## src/rtl/pbr_pkg.sv

```systemverilog
package pbr_pkg;
  localparam int ADDR_W = 28;
  localparam int OFF_W = 12;
  localparam int TAG_W = ADDR_W - OFF_W;
  localparam logic [TAG_W-1:0] WIN_TAG = 16'hFFFF;
  localparam logic [TAG_W-1:0] MIR_TAG = 16'h3FFF;

  localparam logic [1:0] SZ_BYTE = 2'd0;
  localparam logic [1:0] SZ_WORD = 2'd2;

  typedef enum logic [1:0] {W_NONE, W_BYTE, W_HALF} regWidth_e;

  typedef struct packed {
    logic go;     // perform one bus slot this cycle
    logic upper;  // slot is the upper half of a split word
  } strobe_t;
endpackage

```

## src/rtl/pbr_ctrl.sv

```systemverilog
module pbr_ctrl
  import pbr_pkg::*;
(
  input  logic    clk,
  input  logic    rst_n,
  input  logic    reqValid,
  input  logic    needSplit,
  output strobe_t stb,
  output logic    reqReady
);
  typedef enum logic [1:0] {S_IDLE, S_HIGH, S_DONE} state_e;
  state_e state, nxt;

  always_ff @(posedge clk or negedge rst_n) begin
    if (!rst_n) state <= S_IDLE;
    else        state <= nxt;
  end

  always_comb begin
    stb = '0;
    reqReady = 1'b0;
    nxt = state;
    case (state)
      S_IDLE: if (reqValid) begin
        stb.go = 1'b1;
        nxt = needSplit ? S_HIGH : S_DONE;
      end
      S_HIGH: begin
        stb.go = 1'b1;
        stb.upper = 1'b1;
        nxt = S_DONE;
      end
      S_DONE: begin
        reqReady = 1'b1;
        nxt = S_IDLE;
      end
      default: nxt = S_IDLE;
    endcase
  end
endmodule

```

## src/rtl/pbr_datapath.sv

```systemverilog
module pbr_datapath
  import pbr_pkg::*;
#(
  parameter logic [OFF_W-1:0] HALF_END = 12'h100,
  parameter logic [OFF_W-1:0] BYTE_END = 12'h200
) (
  input  logic              clk,
  input  logic              rst_n,
  input  strobe_t           stb,
  input  logic [ADDR_W-1:0] reqAddr,
  input  logic [1:0]        reqSize,
  input  logic              reqWrite,
  input  logic              reqFetch,
  input  logic [31:0]       reqWdata,
  input  logic              romless,
  input  logic [15:0]       pRdata,
  output logic              pSel,
  output logic              pWrite,
  output logic [OFF_W-1:0]  pAddr,
  output logic [15:0]       pWdata,
  output logic              needSplit,
  output logic [31:0]       rdataQ,
  output logic [3:0]        flagQ   // {mirror, fetch, reserved, external}
);
  logic inWin, inMir, isWord, isByte, legal, extHit;
  logic [OFF_W-1:0] curOff;
  regWidth_e curW;
  logic [15:0] laneW, rdHalf;

  assign inWin  = reqAddr[ADDR_W-1:OFF_W] == WIN_TAG;
  assign inMir  = reqAddr[ADDR_W-1:OFF_W] == MIR_TAG;
  assign isWord = reqSize == SZ_WORD;
  assign isByte = reqSize == SZ_BYTE;
  assign extHit = !inWin && !inMir && (romless || (reqAddr[21:20] != 2'b00));

  always_comb begin
    curOff = {reqAddr[OFF_W-1:2], (isWord ? stb.upper : reqAddr[1]), 1'b0};
    if (curOff < HALF_END)      curW = W_HALF;
    else if (curOff < BYTE_END) curW = W_BYTE;
    else                        curW = W_NONE;
    legal = inWin && !reqFetch && (curW != W_NONE) && !(isByte && curW == W_HALF);
    laneW = (isWord && stb.upper) ? reqWdata[31:16] : reqWdata[15:0];
    if (curW == W_BYTE) laneW[15:8] = 8'h00;
    rdHalf = (legal && !reqWrite) ? pRdata : 16'h0000;
    if (curW == W_BYTE) rdHalf[15:8] = 8'h00;
  end

  assign pAddr     = curOff;
  assign pSel      = stb.go && legal;
  assign pWrite    = reqWrite;
  assign pWdata    = laneW;
  assign needSplit = isWord && inWin && !reqFetch;

  always_ff @(posedge clk or negedge rst_n) begin
    if (!rst_n) begin
      rdataQ <= '0;
      flagQ  <= '0;
    end else if (stb.go && !stb.upper) begin
      rdataQ <= {16'h0000, rdHalf};
      flagQ  <= {inMir, inWin && reqFetch, inWin && !reqFetch && !legal, extHit};
    end else if (stb.go && stb.upper) begin
      rdataQ[31:16] <= rdHalf;
      flagQ[1]      <= flagQ[1] | !legal;
    end
  end
endmodule

```

## src/rtl/periph_bridge.sv

```systemverilog
module periph_bridge
  import pbr_pkg::*;
#(
  parameter logic [11:0] HALF_END = 12'h100,
  parameter logic [11:0] BYTE_END = 12'h200
) (
  input  logic        clk,
  input  logic        rst_n,
  input  logic        reqValid,
  input  logic [27:0] reqAddr,
  input  logic [1:0]  reqSize,
  input  logic        reqWrite,
  input  logic        reqFetch,
  input  logic [31:0] reqWdata,
  input  logic        romless,
  output logic        reqReady,
  output logic [31:0] rspRdata,
  output logic        errMirror,
  output logic        errFetch,
  output logic        errReserved,
  output logic        extMem,
  output logic        pSel,
  output logic        pWrite,
  output logic [11:0] pAddr,
  output logic [15:0] pWdata,
  input  logic [15:0] pRdata
);
  strobe_t stb;
  logic needSplit;
  logic [3:0] flagQ;

  pbr_ctrl u_ctrl (
    .clk(clk), .rst_n(rst_n), .reqValid(reqValid),
    .needSplit(needSplit), .stb(stb), .reqReady(reqReady)
  );

  pbr_datapath #(.HALF_END(HALF_END), .BYTE_END(BYTE_END)) u_dp (
    .clk(clk), .rst_n(rst_n), .stb(stb), .reqAddr(reqAddr), .reqSize(reqSize),
    .reqWrite(reqWrite), .reqFetch(reqFetch), .reqWdata(reqWdata),
    .romless(romless), .pRdata(pRdata), .pSel(pSel), .pWrite(pWrite),
    .pAddr(pAddr), .pWdata(pWdata), .needSplit(needSplit),
    .rdataQ(rspRdata), .flagQ(flagQ)
  );

  assign errMirror   = reqReady && flagQ[3];
  assign errFetch    = reqReady && flagQ[2];
  assign errReserved = reqReady && flagQ[1];
  assign extMem      = reqReady && flagQ[0];
endmodule

```

## config.mk

```make
export PLATFORM = sky130hd
export DESIGN_NAME = periph_bridge
export DESIGN_NICKNAME = d
export VERILOG_FILES = /design/src/rtl/pbr_pkg.sv /design/src/rtl/pbr_ctrl.sv /design/src/rtl/pbr_datapath.sv /design/src/rtl/periph_bridge.sv
export SDC_FILE = /design/constraint.sdc
export NUM_CORES = 1
export LEC_CHECK = 0
export BUFFER_PORTS_ARGS = -buffer_cell sky130_fd_sc_hd__buf_2
export CAP_MARGIN = 10
export CORE_MARGIN = 3
export CORE_UTILIZATION = 38
export DETAILED_ROUTE_END_ITERATION = 16
export PLACE_DENSITY_LB_ADDON = 0.05
export SYNTH_ARGS = -nofsm -noshare
export SYNTH_HDL_FRONTEND = slang
export SYNTH_HIERARCHICAL = 1
export SYNTH_SLANG_ARGS = --single-unit
```

## constraint.sdc

```tcl
create_clock -name clk -period 1.8 [get_ports clk]
set_clock_uncertainty 0.15 [all_clocks]
set_input_delay 0.45 -clock clk [delete_from_list [all_inputs] [get_ports clk]]
set_output_delay 0.45 -clock clk [all_outputs]
set_load 0.03 [all_outputs]
```

======== Word-level counts from Yosys, hierarchy flattened ========
Index checks and enable logic that the tools add are counted.
word-level totals
  input bits .............................. 84
  output and inout port bits .............. 67
  word-level logic and storage cells ...... 66
  register bits after elaboration ......... 38
cells by class
  mux-type cells .......................... 18
  equality and inequality tests ........... 8
  reduce and logical (&&, ||, !) cells .... 32
  bitwise operators ....................... 1
  order comparisons ....................... 2
operators with widths
  kind                                                                     count
  16-bit 2-to-1 mux                                                        4
  1-bit logical AND                                                        19
  16-bit by 14-bit == test with 1-bit output (second input constant)       1
  16-bit == test (second input constant)                                   1
  8-bit 2-to-1 mux                                                         2
  12-bit by 10-bit < comparator with 1-bit output (second input constant)  1
  12-bit by 9-bit < comparator with 1-bit output (second input constant)   1
  1-bit logical NOT                                                        7
  1-bit 2-to-1 mux                                                         7
  2-bit == test (second input constant)                                    3
  2-bit 2-to-1 mux                                                         3
  2-bit nonzero test                                                       3
  2-bit by 1-bit == test with 1-bit output (second input constant)         2
  2-bit logical NOT                                                        2
  2-bit case mux with 2 select lines                                       1
  2-bit != test (second input constant)                                    1
  1-bit case mux with 2 select lines                                       1
  1-bit logical OR                                                         1
  1-bit OR                                                                 1

======== Logic depth before layout (Yosys ltp) ========
Gate-level depths: netlist of the first run.
  word-level depth ........................ 15
  mapped depth ............................ 8
  mapped depth without buffers ............ 6

======== Hierarchy ========
Netlist of the first run, hierarchy kept.
by module, submodules not included
  module         cells each  times used  sequential area each (um^2)  area an instance (um^2)
  pbr_datapath   252         1           900.9                        2134.5
  pbr_ctrl       11          1           50.0                         97.6
  periph_bridge  4           1           0.0                          25.0

======== Least setup slack after synthesis of the first run ========
No wires, ideal clock.
  path kind ............................... reg2out
  from .................................... register u_ctrl.state[0]
  to ...................................... output port pWdata[13]
  data arrival time ....................... 1.658 ns
  stages on the path, launching flop included .. 8
  required time ........................... 1.200 ns
  slack ................................... -0.458 ns
  buffers on the path ..................... 1
  cells stage by stage .................... dfrtp_1 > inv_1 > nor2_1 > inv_1 > nor2_2 > buf_2 > nand2_1 > a21oi_1
RTL lines
  element                 RTL line             source
  from (decl)             pbr_ctrl.sv:12       state_e state, nxt;
  from (signal assigned)  pbr_ctrl.sv:16       else state <= nxt;
  to (decl)               periph_bridge.sv:25  output logic [15:0] pWdata,

==> report_table.html, run 1 <==
<table>
<tr><th>Metric</th><th>Value</th></tr>
<tr><th colspan="2">Detailed routing</th></tr>
<tr><td>Wire length reported by the detailed router</td><td>between 7 and 8 mm</td></tr>
<tr><td>Remaining antenna violation count after routing</td><td>0</td></tr>
<tr><td>Total met3 wirelength after detailed routing</td><td>between 500 and 600 um</td></tr>
<tr><td>Topmost layer with routed signal wires</td><td>met4</td></tr>
<tr><td>Iteration count of the initial detailed-routing pass</td><td>4</td></tr>
<tr><td>Post-DR wirelength/cell</td><td>roughly 15 um</td></tr>
<tr><td>Routed metal-1 wirelength</td><td>roughly 3.0 mm</td></tr>
<tr><td>Metal2 WL</td><td>around 3.7 mm</td></tr>
<tr><td>Vias</td><td>2440</td></tr>
<tr><td>Vias per std cell</td><td>4.85</td></tr>
<tr><td>Number of DRC markers in iteration 0</td><td>55</td></tr>
<tr><td>Post-route DRC</td><td>0</td></tr>
<tr><th colspan="2">Critical path</th></tr>
<tr><td>Data required time of the worst path</td><td>1.20 ns</td></tr>
<tr><td>Maximum fanout along the worst path</td><td>6</td></tr>
<tr><td>Kind of end point of the critical path</td><td>primary output</td></tr>
<tr><td>Data arrival time at the worst-slack endpoint</td><td>1.62 ns</td></tr>
<tr><td>CP Launch Type</td><td>register</td></tr>
<tr><td>Kind of critical path</td><td>register to primary output</td></tr>
<tr><th colspan="2">Die</th></tr>
<tr><td>Num ports</td><td>roughly 150</td></tr>
<tr><td>Area enclosed by the die boundary</td><td>a little under 0.007 mm^2</td></tr>
<tr><td>Initial cell density of the core</td><td>0.400</td></tr>
<tr><td>Row count</td><td>27</td></tr>
<tr><td>Vertical die dimension</td><td>around 83 um</td></tr>
<tr><td>Width of the die</td><td>approximately 83 um</td></tr>
<tr><td>Area inside the core boundary</td><td>~0.0056 mm^2</td></tr>
<tr><th colspan="2">Layout</th></tr>
<tr><td>Diodes inserted</td><td>0</td></tr>
<tr><td>Number of nets in the layout</td><td>between 500 and 600</td></tr>
<tr><td>Layout cell share with drive strength beyond 1</td><td>0.592</td></tr>
<tr><td>Final instance count without filler cells</td><td>~500</td></tr>
<tr><td>Layout overhead on the synthesized area</td><td>73.1%</td></tr>
<tr><td>Filler cells</td><td>455</td></tr>
<tr><td>End-of-flow core utilization</td><td>0.693</td></tr>
<tr><th colspan="2">Power</th></tr>
<tr><td>Fraction of power consumed by the clock network</td><td>0.305</td></tr>
<tr><td>Sequential fraction of design power</td><td>0.442</td></tr>
<tr><td>Power share of the combinational group</td><td>0.253</td></tr>
<tr><td>Leakage Power</td><td>~0.0019 uW</td></tr>
<tr><td>Pwr Density</td><td>501 mW/mm^2</td></tr>
<tr><td>Worst supply voltage drop on vdd</td><td>roughly 0.55 mV</td></tr>
<tr><td>Total Power Consumption</td><td>around 2000 uW</td></tr>
<tr><td>Switching power total</td><td>between 500 and 600 uW</td></tr>
<tr><td>Int Power</td><td>1400 uW</td></tr>
<tr><td>Switching share of power</td><td>0.284</td></tr>
<tr><th colspan="2">CTS</th></tr>
<tr><td>Post-CTS clock slew at the launch and capture registers of the worst setup and hold paths</td><td>approximately 0.07 ns</td></tr>
<tr><td>Clock Sinks</td><td>38</td></tr>
<tr><td>Cell at the root of the clock tree</td><td>clkbuf_8</td></tr>
<tr><td>TritonCTS clock tree</td><td>done</td></tr>
<tr><td>H-tree lvl count</td><td>2</td></tr>
<tr><td>Insertion delay of the later-clocked pin in the worst-skew pair</td><td>roughly 0.28 ns</td></tr>
<tr><td>Total CTS buffers</td><td>5</td></tr>
<tr><td>Number of buffers between clock root and the deepest sink</td><td>2</td></tr>
<tr><th colspan="2">Yosys</th></tr>
<tr><td>Avg Synthesized Cell Area</td><td>roughly 8.5 um^2</td></tr>
<tr><td>Syn nets</td><td>351</td></tr>
<tr><td>Number of distinct library cell variants in the gate-level netlist after synthesis</td><td>slightly above 40</td></tr>
<tr><td>Post-synth ARST share</td><td>1.00</td></tr>
<tr><td>Number of synthesized flops with an enable pin</td><td>0</td></tr>
<tr><td>Total standard cell area after synthesis</td><td>about 0.0023 mm^2</td></tr>
<tr><td>Number of synthesized register bits</td><td>38</td></tr>
<tr><td>Yosys warning count</td><td>6</td></tr>
<tr><td>Dominant synthesized flop cell</td><td>dfrtp_1</td></tr>
<tr><td>Sequential share of the synthesized area</td><td>0.421</td></tr>
<tr><td>Cell count after synthesis</td><td>approximately 270</td></tr>
<tr><th colspan="2">Global route</th></tr>
<tr><td>Antenna violations before repair</td><td>0</td></tr>
<tr><td>GRT Resource Usage Total</td><td>0.218</td></tr>
<tr><td>Largest net degree at the start of global routing</td><td>20</td></tr>
<tr><td>Number of global-route vias before repair</td><td>roughly 2500</td></tr>
<tr><td>Global-route wire length before repair</td><td>~12 mm</td></tr>
<tr><td>Grt ovf</td><td>0</td></tr>
<tr><th colspan="2">Timing</th></tr>
<tr><td>Post-route clock period utilization</td><td>1.23</td></tr>
<tr><td>Final number of max-transition violations</td><td>0</td></tr>
<tr><td>Final count of hold timing violations</td><td>0</td></tr>
<tr><td>Worst setup margin</td><td>-0.418 ns</td></tr>
<tr><td>Maximum clock rate</td><td>about 450 MHz</td></tr>
<tr><td>RSZ-0062 raised after global routing</td><td>yes</td></tr>
<tr><td>Post-layout minimum cycle time</td><td>between 2 and 2.5 ns</td></tr>
<tr><td>Final count of negative-setup-slack endpoints</td><td>23</td></tr>
<tr><th colspan="2">Placed design</th></tr>
<tr><td>Number of placed cells counting well taps</td><td>481</td></tr>
<tr><td>Number of buffer cells added on primary ports</td><td>between 100 and 150</td></tr>
<tr><td>HPWL after detailed placement</td><td>5.58 mm</td></tr>
<tr><td>Placer Congestion</td><td>around 0.86</td></tr>
<tr><td>Worst slack, placed</td><td>-0.302 ns</td></tr>
<tr><th colspan="2">Hold path</th></tr>
<tr><td>Worst hold path type</td><td>primary input to register</td></tr>
<tr><th colspan="2">Status</th></tr>
<tr><td>Failing checks</td><td>negative setup slack</td></tr>
<tr><td>Run status</td><td>finished, violations left</td></tr>
<tr><th colspan="2">Flow run</th></tr>
<tr><td>Max Cap Viol</td><td>0</td></tr>
</table>
==> placed cells by master, fill, tap and decap left out, drive strengths merged, types with 2 or more instances in the layout <==
cell,count
nand3b,16
inv,20
o21ai,17
and2,7
nand2,79
nor2,10
nand4,6
buf,181
a21oi,10
and2b,2
nand2b,3
dfrtp,38
clkbuf,7
nor3,2
o22ai,16
nor4,2
==> per-layer routing <==
metal | vias up | GRT usage
met5 | - | 0
li1 | 1199 | -
met1 | 1135 | 0.273
met2 | 91 | 0.369
met4 | 0 | 0.0594
met3 | 15 | 0.0595
==> final timing paths <==
kind                                 start  depth (start not counted)               to  slack (ns)
max                        u_ctrl/state[1]                          7       pWdata[15]       -0.42
min                             pRdata[11]                          3  u_dp/rdataQ[11]        0.26
max reg2reg                u_ctrl/state[0]                          9    u_dp/flagQ[0]        0.07
min reg2reg                 u_dp/rdataQ[2]                          2   u_dp/rdataQ[2]        0.33
max in group asynchronous            rst_n                          3  u_dp/rdataQ[29]        0.54
min in group asynchronous            rst_n                          2  u_dp/rdataQ[31]        0.46
==> final cells by class <==
class | count | area, um^2 | share of cell area
Clock inverter | 1 | 5.00 | 0.00128
Clock buffer | 7 | 86.3 | 0.0221
Tap cell | 72 | 90.1 | 0.0231
Multi-Input combinational cell | 183 | 1420 | 0.364
Sequential cell | 38 | 951 | 0.243
Inverter | 20 | 75.1 | 0.0192
Timing Repair Buffer | 182 | 1280 | 0.327
==> synthesized netlist by cell type, types with 2 or more instances <==
master,n,share of area
a21oi_1,9,0.020
and2b_2,2,0.0078
nand4_4,3,0.028
and2_1,7,0.019
o22ai_1,13,0.036
nor2_4,2,0.010
buf_1,3,0.0050
nand2b_1,3,0.0083
buf_2,5,0.011
dfrtp_1,38,0.42
nor2_1,6,0.010
nand2_1,79,0.13
clkbuf_1,4,0.0066
o21ai_2,2,0.0078
nand3b_1,16,0.053
buf_4,12,0.040
o21ai_0,15,0.033
nand4_2,2,0.011
inv_1,20,0.033
nor2_2,2,0.0055
o22ai_2,3,0.017
buf_6,2,0.010
==> power by group through the flow <==
stage,clock network (uW),logic (uW),registers (uW)
2_1_floorplan,0,250,881
3_3_place_gp,0,425,881
3_5_place_dp,0,429,882
4_1_cts,624,486,865
5_1_grt,660,533,866
6_report,596,495,866
==> through the flow <==
stage / cell area, um^2 / setup TNS, ns / hold WS [ns]
2_1_floorplan: 2550 / -1.12 / 0.00441
3_3_place_gp: 3410 / -4.90 / 0.251
3_5_place_dp: 3410 / -5.28 / 0.253
4_1_cts: 3850 / -7.62 / 0.244
5_1_grt: 3910 / -8.96 / 0.257
6_report: 3910 / -7.30 / 0.256
==> sequential cells by signal, summed over array words and instances, names as in the netlist <==
signal        flops
u_dp/rdataQ      32
u_dp/flagQ        4
u_ctrl/state      2
==> worst max-delay path, cell delays in order (launching register included) <==
cell     delay [ns]
dfrtp_1        0.41
nor2_4         0.13
inv_2          0.06
nor2_4         0.17
buf_6          0.14
nand2_1        0.11
a21oi_4        0.16
buf_6          0.15
==> kinds of logic (layout without fill, tap and decap cells) <==
family                    Yosys count  after routing  synth area share
DFF                                38             38             0.421
and+or+nand+nor                   132            132             0.328
other                               1              1           0.00166
AOI/OAI and AO/OA                  49             49             0.140
buffers and inverters              46            210             0.106
xor gates and xnor gates            1              1           0.00388
==> repair_timing <==
item | CTS | global route
setup buffers | 10 | 4
hold endpoints to repair | 17 | 0
pin swaps | 17 | 13
endpoints found under the setup margin | 23 | 35
hold buffers | 1 | 0
gates cloned | 1 | 0
resized for setup | 71 | 11
(Power assumes the default switching activity.)
==> run 2, diff against run 1 <==
--- a/config.mk
+++ b/config.mk
@@ -11,6 +11,7 @@
 export CORE_UTILIZATION = 38
 export DETAILED_ROUTE_END_ITERATION = 16
 export PLACE_DENSITY_LB_ADDON = 0.05
+export RECOVER_POWER = 50
 export SYNTH_ARGS = -nofsm -noshare
 export SYNTH_HDL_FRONTEND = slang
 export SYNTH_HIERARCHICAL = 1
==> report_table.html, run 2 (synthesis results as in run 1) <==
<table>
<tr><th>Metric</th><th>Value</th></tr>
<tr><th colspan="2">Placed design</th></tr>
<tr><td>Placed instance area</td><td>0.00341 mm^2 (unchanged)</td></tr>
<tr><td>HPWL after detailed placement</td><td>5.58 mm (unchanged)</td></tr>
<tr><td>Placer Congestion</td><td>0.861 (unchanged)</td></tr>
<tr><td>Number of buffer cells added on primary ports</td><td>136 (unchanged)</td></tr>
<tr><td>Number of placed cells counting well taps</td><td>481 (unchanged)</td></tr>
<tr><th colspan="2">Status</th></tr>
<tr><td>Failing checks</td><td>negative setup slack</td></tr>
<tr><td>Run status</td><td>finished, violations left</td></tr>
<tr><th colspan="2">Critical path</th></tr>
<tr><td>Startpoint of the lowest-slack register-to-register path</td><td>u_ctrl/state[0]</td></tr>
<tr><td>Reg-to-Reg End</td><td>u_dp/flagQ[0]</td></tr>
<tr><td>Maximum fanout along the worst path</td><td>6 (unchanged)</td></tr>
<tr><td>Setup slack of the most critical reg-to-reg path</td><td>0.08 ns (about the same)</td></tr>
<tr><td>Worst Reg2Reg Path Length in Cells</td><td>9 (unchanged)</td></tr>
<tr><td>Kind of end point of the critical path</td><td>primary output</td></tr>
<tr><td>Data arrival time at the worst-slack endpoint</td><td>1.62 ns (about the same)</td></tr>
<tr><td>Kind of critical path</td><td>register to primary output</td></tr>
<tr><td>Data required time of the worst path</td><td>1.20 ns (about the same)</td></tr>
<tr><td>CP Launch Type</td><td>register</td></tr>
<tr><th colspan="2">Layout</th></tr>
<tr><td>Filler cells</td><td>463 (+1.8%)</td></tr>
<tr><td>Most flop-heavy register</td><td>u_dp/rdataQ</td></tr>
<tr><td>Finished layout cell area</td><td>0.00388 mm^2 (-0.58%)</td></tr>
<tr><td>Number of nets in the layout</td><td>514 (unchanged)</td></tr>
<tr><td>End-of-flow core utilization</td><td>0.689 (-0.00399)</td></tr>
<tr><td>Final instance count without filler cells</td><td>503 (unchanged)</td></tr>
<tr><td>Max reg flops</td><td>32 (unchanged)</td></tr>
<tr><td>Diodes inserted</td><td>0 (unchanged)</td></tr>
<tr><td>Layout overhead on the synthesized area</td><td>72.1%</td></tr>
<tr><td>Layout cell share with drive strength beyond 1</td><td>0.559 (-0.0325)</td></tr>
<tr><td>Commonest cells after routing, fill and taps aside</td><td>buf_2 (91), nand2_1 (53), buf_4 (38), dfrtp_1 (38), buf_6 (30)</td></tr>
<tr><td>Largest registers ranked by flip-flop count</td><td>u_dp/rdataQ x32, u_dp/flagQ x4, u_ctrl/state x2</td></tr>
<tr><td>Most common cell after layout, fill and taps aside</td><td>buf_2</td></tr>
<tr><th colspan="2">Hold path</th></tr>
<tr><td>Worst hold path depth</td><td>3 (unchanged)</td></tr>
<tr><td>Hold Startpoint</td><td>pRdata[11]</td></tr>
<tr><td>Worst hold path type</td><td>primary input to register</td></tr>
<tr><td>Worst hold path endpoint</td><td>u_dp/rdataQ[11]</td></tr>
<tr><th colspan="2">Flow run</th></tr>
<tr><td>Max Cap Viol</td><td>0 (unchanged)</td></tr>
<tr><th colspan="2">Timing</th></tr>
<tr><td>Final count of negative-setup-slack endpoints</td><td>23 (unchanged)</td></tr>
<tr><td>Post-route clock period utilization</td><td>1.23 (about the same)</td></tr>
<tr><td>Worst setup margin</td><td>-0.416 ns (+0.00180 ns)</td></tr>
<tr><td>Post-layout minimum cycle time</td><td>2.22 ns (-0.00180 ns)</td></tr>
<tr><td>RSZ-0062 raised after global routing</td><td>yes</td></tr>
<tr><td>Final count of hold timing violations</td><td>0 (unchanged)</td></tr>
<tr><td>Final number of max-transition violations</td><td>0 (unchanged)</td></tr>
<tr><td>Setup TNS</td><td>-7.28 ns (+0.0167 ns)</td></tr>
<tr><td>Maximum clock rate</td><td>451 MHz (about the same)</td></tr>
<tr><th colspan="2">Die</th></tr>
<tr><td>Width of the die</td><td>83.1 um (unchanged)</td></tr>
<tr><td>Vertical die dimension</td><td>83.1 um (unchanged)</td></tr>
<tr><td>Area inside the core boundary</td><td>0.00564 mm^2 (unchanged)</td></tr>
<tr><td>Initial cell density of the core</td><td>0.400 (unchanged)</td></tr>
<tr><td>Row count</td><td>27 (unchanged)</td></tr>
<tr><td>Area enclosed by the die boundary</td><td>0.00690 mm^2 (unchanged)</td></tr>
<tr><td>Num ports</td><td>151 (unchanged)</td></tr>
<tr><th colspan="2">Power</th></tr>
<tr><td>Pwr Density</td><td>503 mW/mm^2 (+0.38%)</td></tr>
<tr><td>Worst supply voltage drop on vdd</td><td>0.552 mV (-0.17%)</td></tr>
<tr><td>Fraction of power consumed by the clock network</td><td>0.305 (about the same)</td></tr>
<tr><td>Int Power</td><td>1400 uW (-0.22%)</td></tr>
<tr><td>Sequential fraction of design power</td><td>0.443 (about the same)</td></tr>
<tr><td>Switching power total</td><td>555 uW (-0.15%)</td></tr>
<tr><td>Power share of the combinational group</td><td>0.252 (about the same)</td></tr>
<tr><td>Leakage Power</td><td>0.00187 uW (-2.8%)</td></tr>
<tr><td>Switching share of power</td><td>0.284 (about the same)</td></tr>
<tr><th colspan="2">CTS</th></tr>
<tr><td>Number of buffers between clock root and the deepest sink</td><td>2 (unchanged)</td></tr>
<tr><td>Clock Sinks</td><td>38 (unchanged)</td></tr>
<tr><td>Total CTS buffers</td><td>5 (unchanged)</td></tr>
<tr><td>Cell at the root of the clock tree</td><td>clkbuf_8</td></tr>
<tr><td>TritonCTS clock tree</td><td>done</td></tr>
<tr><td>Insertion delay of the later-clocked pin in the worst-skew pair</td><td>0.28 ns (about the same)</td></tr>
<tr><td>H-tree lvl count</td><td>2 (unchanged)</td></tr>
<tr><td>Post-CTS clock slew at the launch and capture registers of the worst setup and hold paths</td><td>0.07 ns (about the same)</td></tr>
<tr><th colspan="2">Detailed routing</th></tr>
<tr><td>Wire length reported by the detailed router</td><td>7.36 mm (unchanged)</td></tr>
<tr><td>Vias per std cell</td><td>4.85 (about the same)</td></tr>
<tr><td>Iteration count of the initial detailed-routing pass</td><td>5 (+1)</td></tr>
<tr><td>Post-DR wirelength/cell</td><td>14.6 um (unchanged)</td></tr>
<tr><td>Vias</td><td>2438 (-0.082%)</td></tr>
<tr><td>Post-route DRC</td><td>0 (unchanged)</td></tr>
<tr><td>Number of DRC markers in iteration 0</td><td>49 (-11%)</td></tr>
<tr><td>Remaining antenna violation count after routing</td><td>0 (unchanged)</td></tr>
<tr><th colspan="2">Global route</th></tr>
<tr><td>GRT Resource Usage Total</td><td>0.218 (unchanged)</td></tr>
<tr><td>Antenna violations before repair</td><td>0 (unchanged)</td></tr>
<tr><td>Number of global-route vias before repair</td><td>2471 (unchanged)</td></tr>
<tr><td>Global-route wire length before repair</td><td>12.4 mm (unchanged)</td></tr>
<tr><td>Grt ovf</td><td>0 (unchanged)</td></tr>
<tr><td>Largest net degree at the start of global routing</td><td>20 (unchanged)</td></tr>
</table>
-- run 2: cell count changes in the layout (fill, tap and decap cells not counted), sizes merged --
cell	delta
buf	-17
clkbuf	+17
-- run 2: per-stage QoR --
step | hold slack (ns) | setup slack, ns | total power, uW
2_1_floorplan | 0.00441 | -0.137 | 1130
3_3_place_gp | 0.251 | -0.287 | 1310
3_5_place_dp | 0.253 | -0.302 | 1310
4_1_cts | 0.244 | -0.401 | 1980
5_1_grt | 0.257 | -0.480 | 2060
6_report | 0.256 | -0.416 | 1950
-- run 2: power groups by stage --
stage	Combinational, uW	Clock, uW	Sequential [uW]
final	492	595	866
after global routing	531	660	866
after CTS	486	624	865
after detailed placement	429	0	882
after global placement	425	0	881
after floorplan	250	0	881
-- run 2: area by class of cell --
cell class,instances,area (um^2),area share
Multi-Input combinational cell,183,1420,0.367
Timing Repair Buffer,182,1250,0.323
Sequential cell,38,951,0.245
Tap cell,72,90.1,0.0232
Clock buffer,7,86.3,0.0222
Inverter,20,75.1,0.0193
Clock inverter,1,5.00,0.00129
-- run 2: worst max-delay path, cell delays in order (launching register included) --
cell and delay, ns:
dfrtp_1 0.41, nor2_4 0.13, inv_2 0.06, nor2_4 0.17, buf_6 0.14, nand2_1 0.11, a21oi_4 0.16, buf_6 0.15
-- run 2: layer usage --
layer | wire length (um) | GRT usage | vias to the layer above | part of all wire
li1 | - | - | 1199 | -
met1 | 3060 | 0.273 | 1131 | 0.42
met2 | 3650 | 0.369 | 93 | 0.50
met3 | 488 | 0.0595 | 15 | 0.066
met4 | 167 | 0.0594 | 0 | 0.023
met5 | 0 | 0 | - | 0
-- run 2: how the worst max path moves through the flow --
| stage | from | end | slack, ns |
|---|---|---|---|
| after CTS | u_ctrl/state[0] | pWdata[14] | -0.40 |
| after floorplan | reqAddr[23] | pSel | -0.14 |
| after global routing | u_ctrl/state[0] | pWdata[15] | -0.48 |
| after global placement | reqAddr[23] | pSel | -0.29 |
| after detailed placement | reqAddr[21] | pSel | -0.30 |
| final | u_ctrl/state[1] | pWdata[15] | -0.42 |
-- run 2: repair_timing --
action	4_1_cts	5_1_grt
buffers inserted	10	4
pin swaps	17	13
hold buffers	1	0
endpoints found under the setup margin	23	35
gates resized for setup	71	11
endpoints found under the hold margin	17	0
cloned	1	0
==> run 3, diff against run 2 <==
--- a/config.mk
+++ b/config.mk
@@ -10,8 +10,9 @@
 export CORE_MARGIN = 3
 export CORE_UTILIZATION = 38
 export DETAILED_ROUTE_END_ITERATION = 16
+export HOLD_SLACK_MARGIN = 0.03
 export PLACE_DENSITY_LB_ADDON = 0.05
-export RECOVER_POWER = 50
+export RECOVER_POWER = 25
 export SYNTH_ARGS = -nofsm -noshare
 export SYNTH_HDL_FRONTEND = slang
 export SYNTH_HIERARCHICAL = 1
==> report_table.html, run 3 (synthesis results as in run 1) <==
<table>
<tr><th>Metric</th><th>Value</th></tr>
<tr><th colspan="2">Status</th></tr>
<tr><td>Run status</td><td>finished, violations left</td></tr>
<tr><td>Failing checks</td><td>negative setup slack</td></tr>
<tr><th colspan="2">Timing</th></tr>
<tr><td>RSZ-0062 raised after global routing</td><td>yes</td></tr>
<tr><td>Post-layout minimum cycle time</td><td>2.22 ns (+0.00121 ns)</td></tr>
<tr><td>Final number of max-transition violations</td><td>0 (unchanged)</td></tr>
<tr><td>Worst setup margin</td><td>-0.417 ns (-0.00121 ns)</td></tr>
<tr><td>Final count of hold timing violations</td><td>0 (unchanged)</td></tr>
<tr><td>Setup TNS</td><td>-7.29 ns (-0.00356 ns)</td></tr>
<tr><td>Final count of negative-setup-slack endpoints</td><td>23 (unchanged)</td></tr>
<tr><td>Maximum clock rate</td><td>451 MHz (about the same)</td></tr>
<tr><td>Post-route clock period utilization</td><td>1.23 (about the same)</td></tr>
<tr><th colspan="2">Layout</th></tr>
<tr><td>Largest registers ranked by flip-flop count</td><td>u_dp/rdataQ x32, u_dp/flagQ x4, u_ctrl/state x2</td></tr>
<tr><td>Total area of multi-input combinational cells</td><td>0.00142 mm^2 (unchanged)</td></tr>
<tr><td>Seq. cell area</td><td>951 um^2 (unchanged)</td></tr>
<tr><td>Layout cell share with drive strength beyond 1</td><td>0.585 (+0.0255)</td></tr>
<tr><td>Commonest cells after routing, fill and taps aside</td><td>buf_2 (102), nand2_1 (53), buf_4 (38), dfrtp_1 (38), buf_6 (30)</td></tr>
<tr><td>Max reg flops</td><td>32 (unchanged)</td></tr>
<tr><td>End-of-flow core utilization</td><td>0.691 (+0.00244)</td></tr>
<tr><td>Most flop-heavy register</td><td>u_dp/rdataQ</td></tr>
<tr><td>Filler cells</td><td>457 (-1.3%)</td></tr>
<tr><td>Most common cell after layout, fill and taps aside</td><td>buf_2</td></tr>
<tr><td>Diodes inserted</td><td>0 (unchanged)</td></tr>
<tr><td>Number of nets in the layout</td><td>514 (unchanged)</td></tr>
<tr><td>Layout overhead on the synthesized area</td><td>72.7%</td></tr>
<tr><th colspan="2">Detailed routing</th></tr>
<tr><td>Iteration count of the initial detailed-routing pass</td><td>5 (unchanged)</td></tr>
<tr><td>Number of DRC markers in iteration 0</td><td>51 (+4.1%)</td></tr>
<tr><td>Vias per std cell</td><td>4.85 (+0.16%)</td></tr>
<tr><td>Vias</td><td>2442 (+0.16%)</td></tr>
<tr><td>Wire length reported by the detailed router</td><td>7.36 mm (about the same)</td></tr>
<tr><td>Remaining antenna violation count after routing</td><td>0 (unchanged)</td></tr>
<tr><td>Post-DR wirelength/cell</td><td>14.6 um (about the same)</td></tr>
<tr><td>Post-route DRC</td><td>0 (unchanged)</td></tr>
<tr><th colspan="2">Critical path</th></tr>
<tr><td>Data arrival time at the worst-slack endpoint</td><td>1.62 ns (about the same)</td></tr>
<tr><td>Kind of end point of the critical path</td><td>primary output</td></tr>
<tr><td>Startpoint of the lowest-slack register-to-register path</td><td>u_ctrl/state[0]</td></tr>
<tr><td>Data required time of the worst path</td><td>1.20 ns (about the same)</td></tr>
<tr><td>Worst Reg2Reg Path Length in Cells</td><td>9 (unchanged)</td></tr>
<tr><td>Setup slack of the most critical reg-to-reg path</td><td>0.08 ns (about the same)</td></tr>
<tr><td>Kind of critical path</td><td>register to primary output</td></tr>
<tr><td>Maximum fanout along the worst path</td><td>6 (unchanged)</td></tr>
<tr><td>CP Launch Type</td><td>register</td></tr>
<tr><td>Reg-to-Reg End</td><td>u_dp/flagQ[0]</td></tr>
<tr><th colspan="2">CTS</th></tr>
<tr><td>Total CTS buffers</td><td>5 (unchanged)</td></tr>
<tr><td>Cell at the root of the clock tree</td><td>clkbuf_8</td></tr>
<tr><td>Number of buffers between clock root and the deepest sink</td><td>2 (unchanged)</td></tr>
<tr><td>H-tree lvl count</td><td>2 (unchanged)</td></tr>
<tr><td>TritonCTS clock tree</td><td>done</td></tr>
<tr><td>Insertion delay of the later-clocked pin in the worst-skew pair</td><td>0.28 ns (about the same)</td></tr>
<tr><td>Post-CTS clock slew at the launch and capture registers of the worst setup and hold paths</td><td>0.07 ns (about the same)</td></tr>
<tr><td>Clock Sinks</td><td>38 (unchanged)</td></tr>
<tr><th colspan="2">Die</th></tr>
<tr><td>Vertical die dimension</td><td>83.1 um (unchanged)</td></tr>
<tr><td>Row count</td><td>27 (unchanged)</td></tr>
<tr><td>Width of the die</td><td>83.1 um (unchanged)</td></tr>
<tr><td>Area enclosed by the die boundary</td><td>0.00690 mm^2 (unchanged)</td></tr>
<tr><td>Initial cell density of the core</td><td>0.400 (unchanged)</td></tr>
<tr><td>Area inside the core boundary</td><td>0.00564 mm^2 (unchanged)</td></tr>
<tr><td>Num ports</td><td>151 (unchanged)</td></tr>
<tr><th colspan="2">Global route</th></tr>
<tr><td>Grt ovf</td><td>0 (unchanged)</td></tr>
<tr><td>Number of global-route vias before repair</td><td>2471 (unchanged)</td></tr>
<tr><td>Antenna violations before repair</td><td>0 (unchanged)</td></tr>
<tr><td>Global-route wire length before repair</td><td>12.4 mm (unchanged)</td></tr>
<tr><td>Largest net degree at the start of global routing</td><td>20 (unchanged)</td></tr>
<tr><td>GRT Resource Usage Total</td><td>0.218 (unchanged)</td></tr>
<tr><th colspan="2">Hold path</th></tr>
<tr><td>Worst hold path endpoint</td><td>u_dp/rdataQ[11]</td></tr>
<tr><td>Worst hold path type</td><td>primary input to register</td></tr>
<tr><td>Worst hold path depth</td><td>3 (unchanged)</td></tr>
<tr><td>Hold Startpoint</td><td>pRdata[11]</td></tr>
<tr><th colspan="2">Placed design</th></tr>
<tr><td>Placer Congestion</td><td>0.861 (unchanged)</td></tr>
<tr><td>Number of buffer cells added on primary ports</td><td>136 (unchanged)</td></tr>
<tr><td>HPWL after detailed placement</td><td>5.58 mm (unchanged)</td></tr>
<tr><th colspan="2">Power</th></tr>
<tr><td>Pwr Density</td><td>501 mW/mm^2 (-0.29%)</td></tr>
<tr><td>Leakage Power</td><td>0.00192 uW (+2.4%)</td></tr>
<tr><td>Worst supply voltage drop on vdd</td><td>0.553 mV (+0.27%)</td></tr>
<tr><th colspan="2">Flow run</th></tr>
<tr><td>Max Cap Viol</td><td>0 (unchanged)</td></tr>
</table>
==> run 3: changes by cell type in the layout (fill, tap and decap cells not counted), sizes merged <==
cell    previous run  this run
clkbuf            24        13
buf              164       175
==> run 3: routing by layer <==
metal	routed length, um	global-route usage	up-vias
met1	3050	0.273	1136
li1	-	-	1198
met2	3650	0.369	93
met5	0	0	-
met3	492	0.0595	15
met4	167	0.0594	0
==> run 3: how the worst max path moves through the flow <==
stage	end	slack, ns	startpoint
2_1_floorplan	pSel	-0.14	reqAddr[23]
3_3_place_gp	pSel	-0.29	reqAddr[23]
3_5_place_dp	pSel	-0.30	reqAddr[21]
4_1_cts	pWdata[14]	-0.40	u_ctrl/state[0]
5_1_grt	pWdata[15]	-0.48	u_ctrl/state[0]
6_report	pWdata[15]	-0.42	u_ctrl/state[1]
==> run 3: power by group <==
| group | internal [uW] | switching (uW) |
|---|---|---|
| Clock | 309 | 287 |
| Combinational | 229 | 264 |
| Sequential | 861 | 5.02 |
==> run 3: critical path, stage by stage, from the launching register on <==
cell and delay [ns]:
dfrtp_1 0.41, nor2_4 0.13, inv_2 0.06, nor2_4 0.17, buf_6 0.14, nand2_1 0.11, a21oi_4 0.16, buf_6 0.15
==> run 3: area by class of cell <==
cell class / count / area share
Clock inverter: 1 / 0.00128
Clock buffer: 7 / 0.0221
Multi-Input combinational cell: 183 / 0.365
Tap cell: 72 / 0.0231
Inverter: 20 / 0.0193
Timing Repair Buffer: 182 / 0.325
Sequential cell: 38 / 0.244
==> run 3: stage by stage <==
step	area, um^2	power [uW]	worst slack, ns	std cells	hold WS [ns]
6_report	3900	1950	-0.417	503	0.257
5_1_grt	3900	2060	-0.480	503	0.257
4_1_cts	3850	1980	-0.401	501	0.244
3_5_place_dp	3410	1310	-0.302	481	0.253
3_3_place_gp	3410	1310	-0.287	481	0.251
2_1_floorplan	2550	1130	-0.137	267	0.00441
==> run 3: what timing repair did <==
item,in CTS,in global routing
hold buffers,1,0
pin swaps,17,13
setup endpoints to repair,23,35
hold endpoints to repair,17,0
gates cloned,1,0
setup buffers,10,4
gates resized for setup,71,11
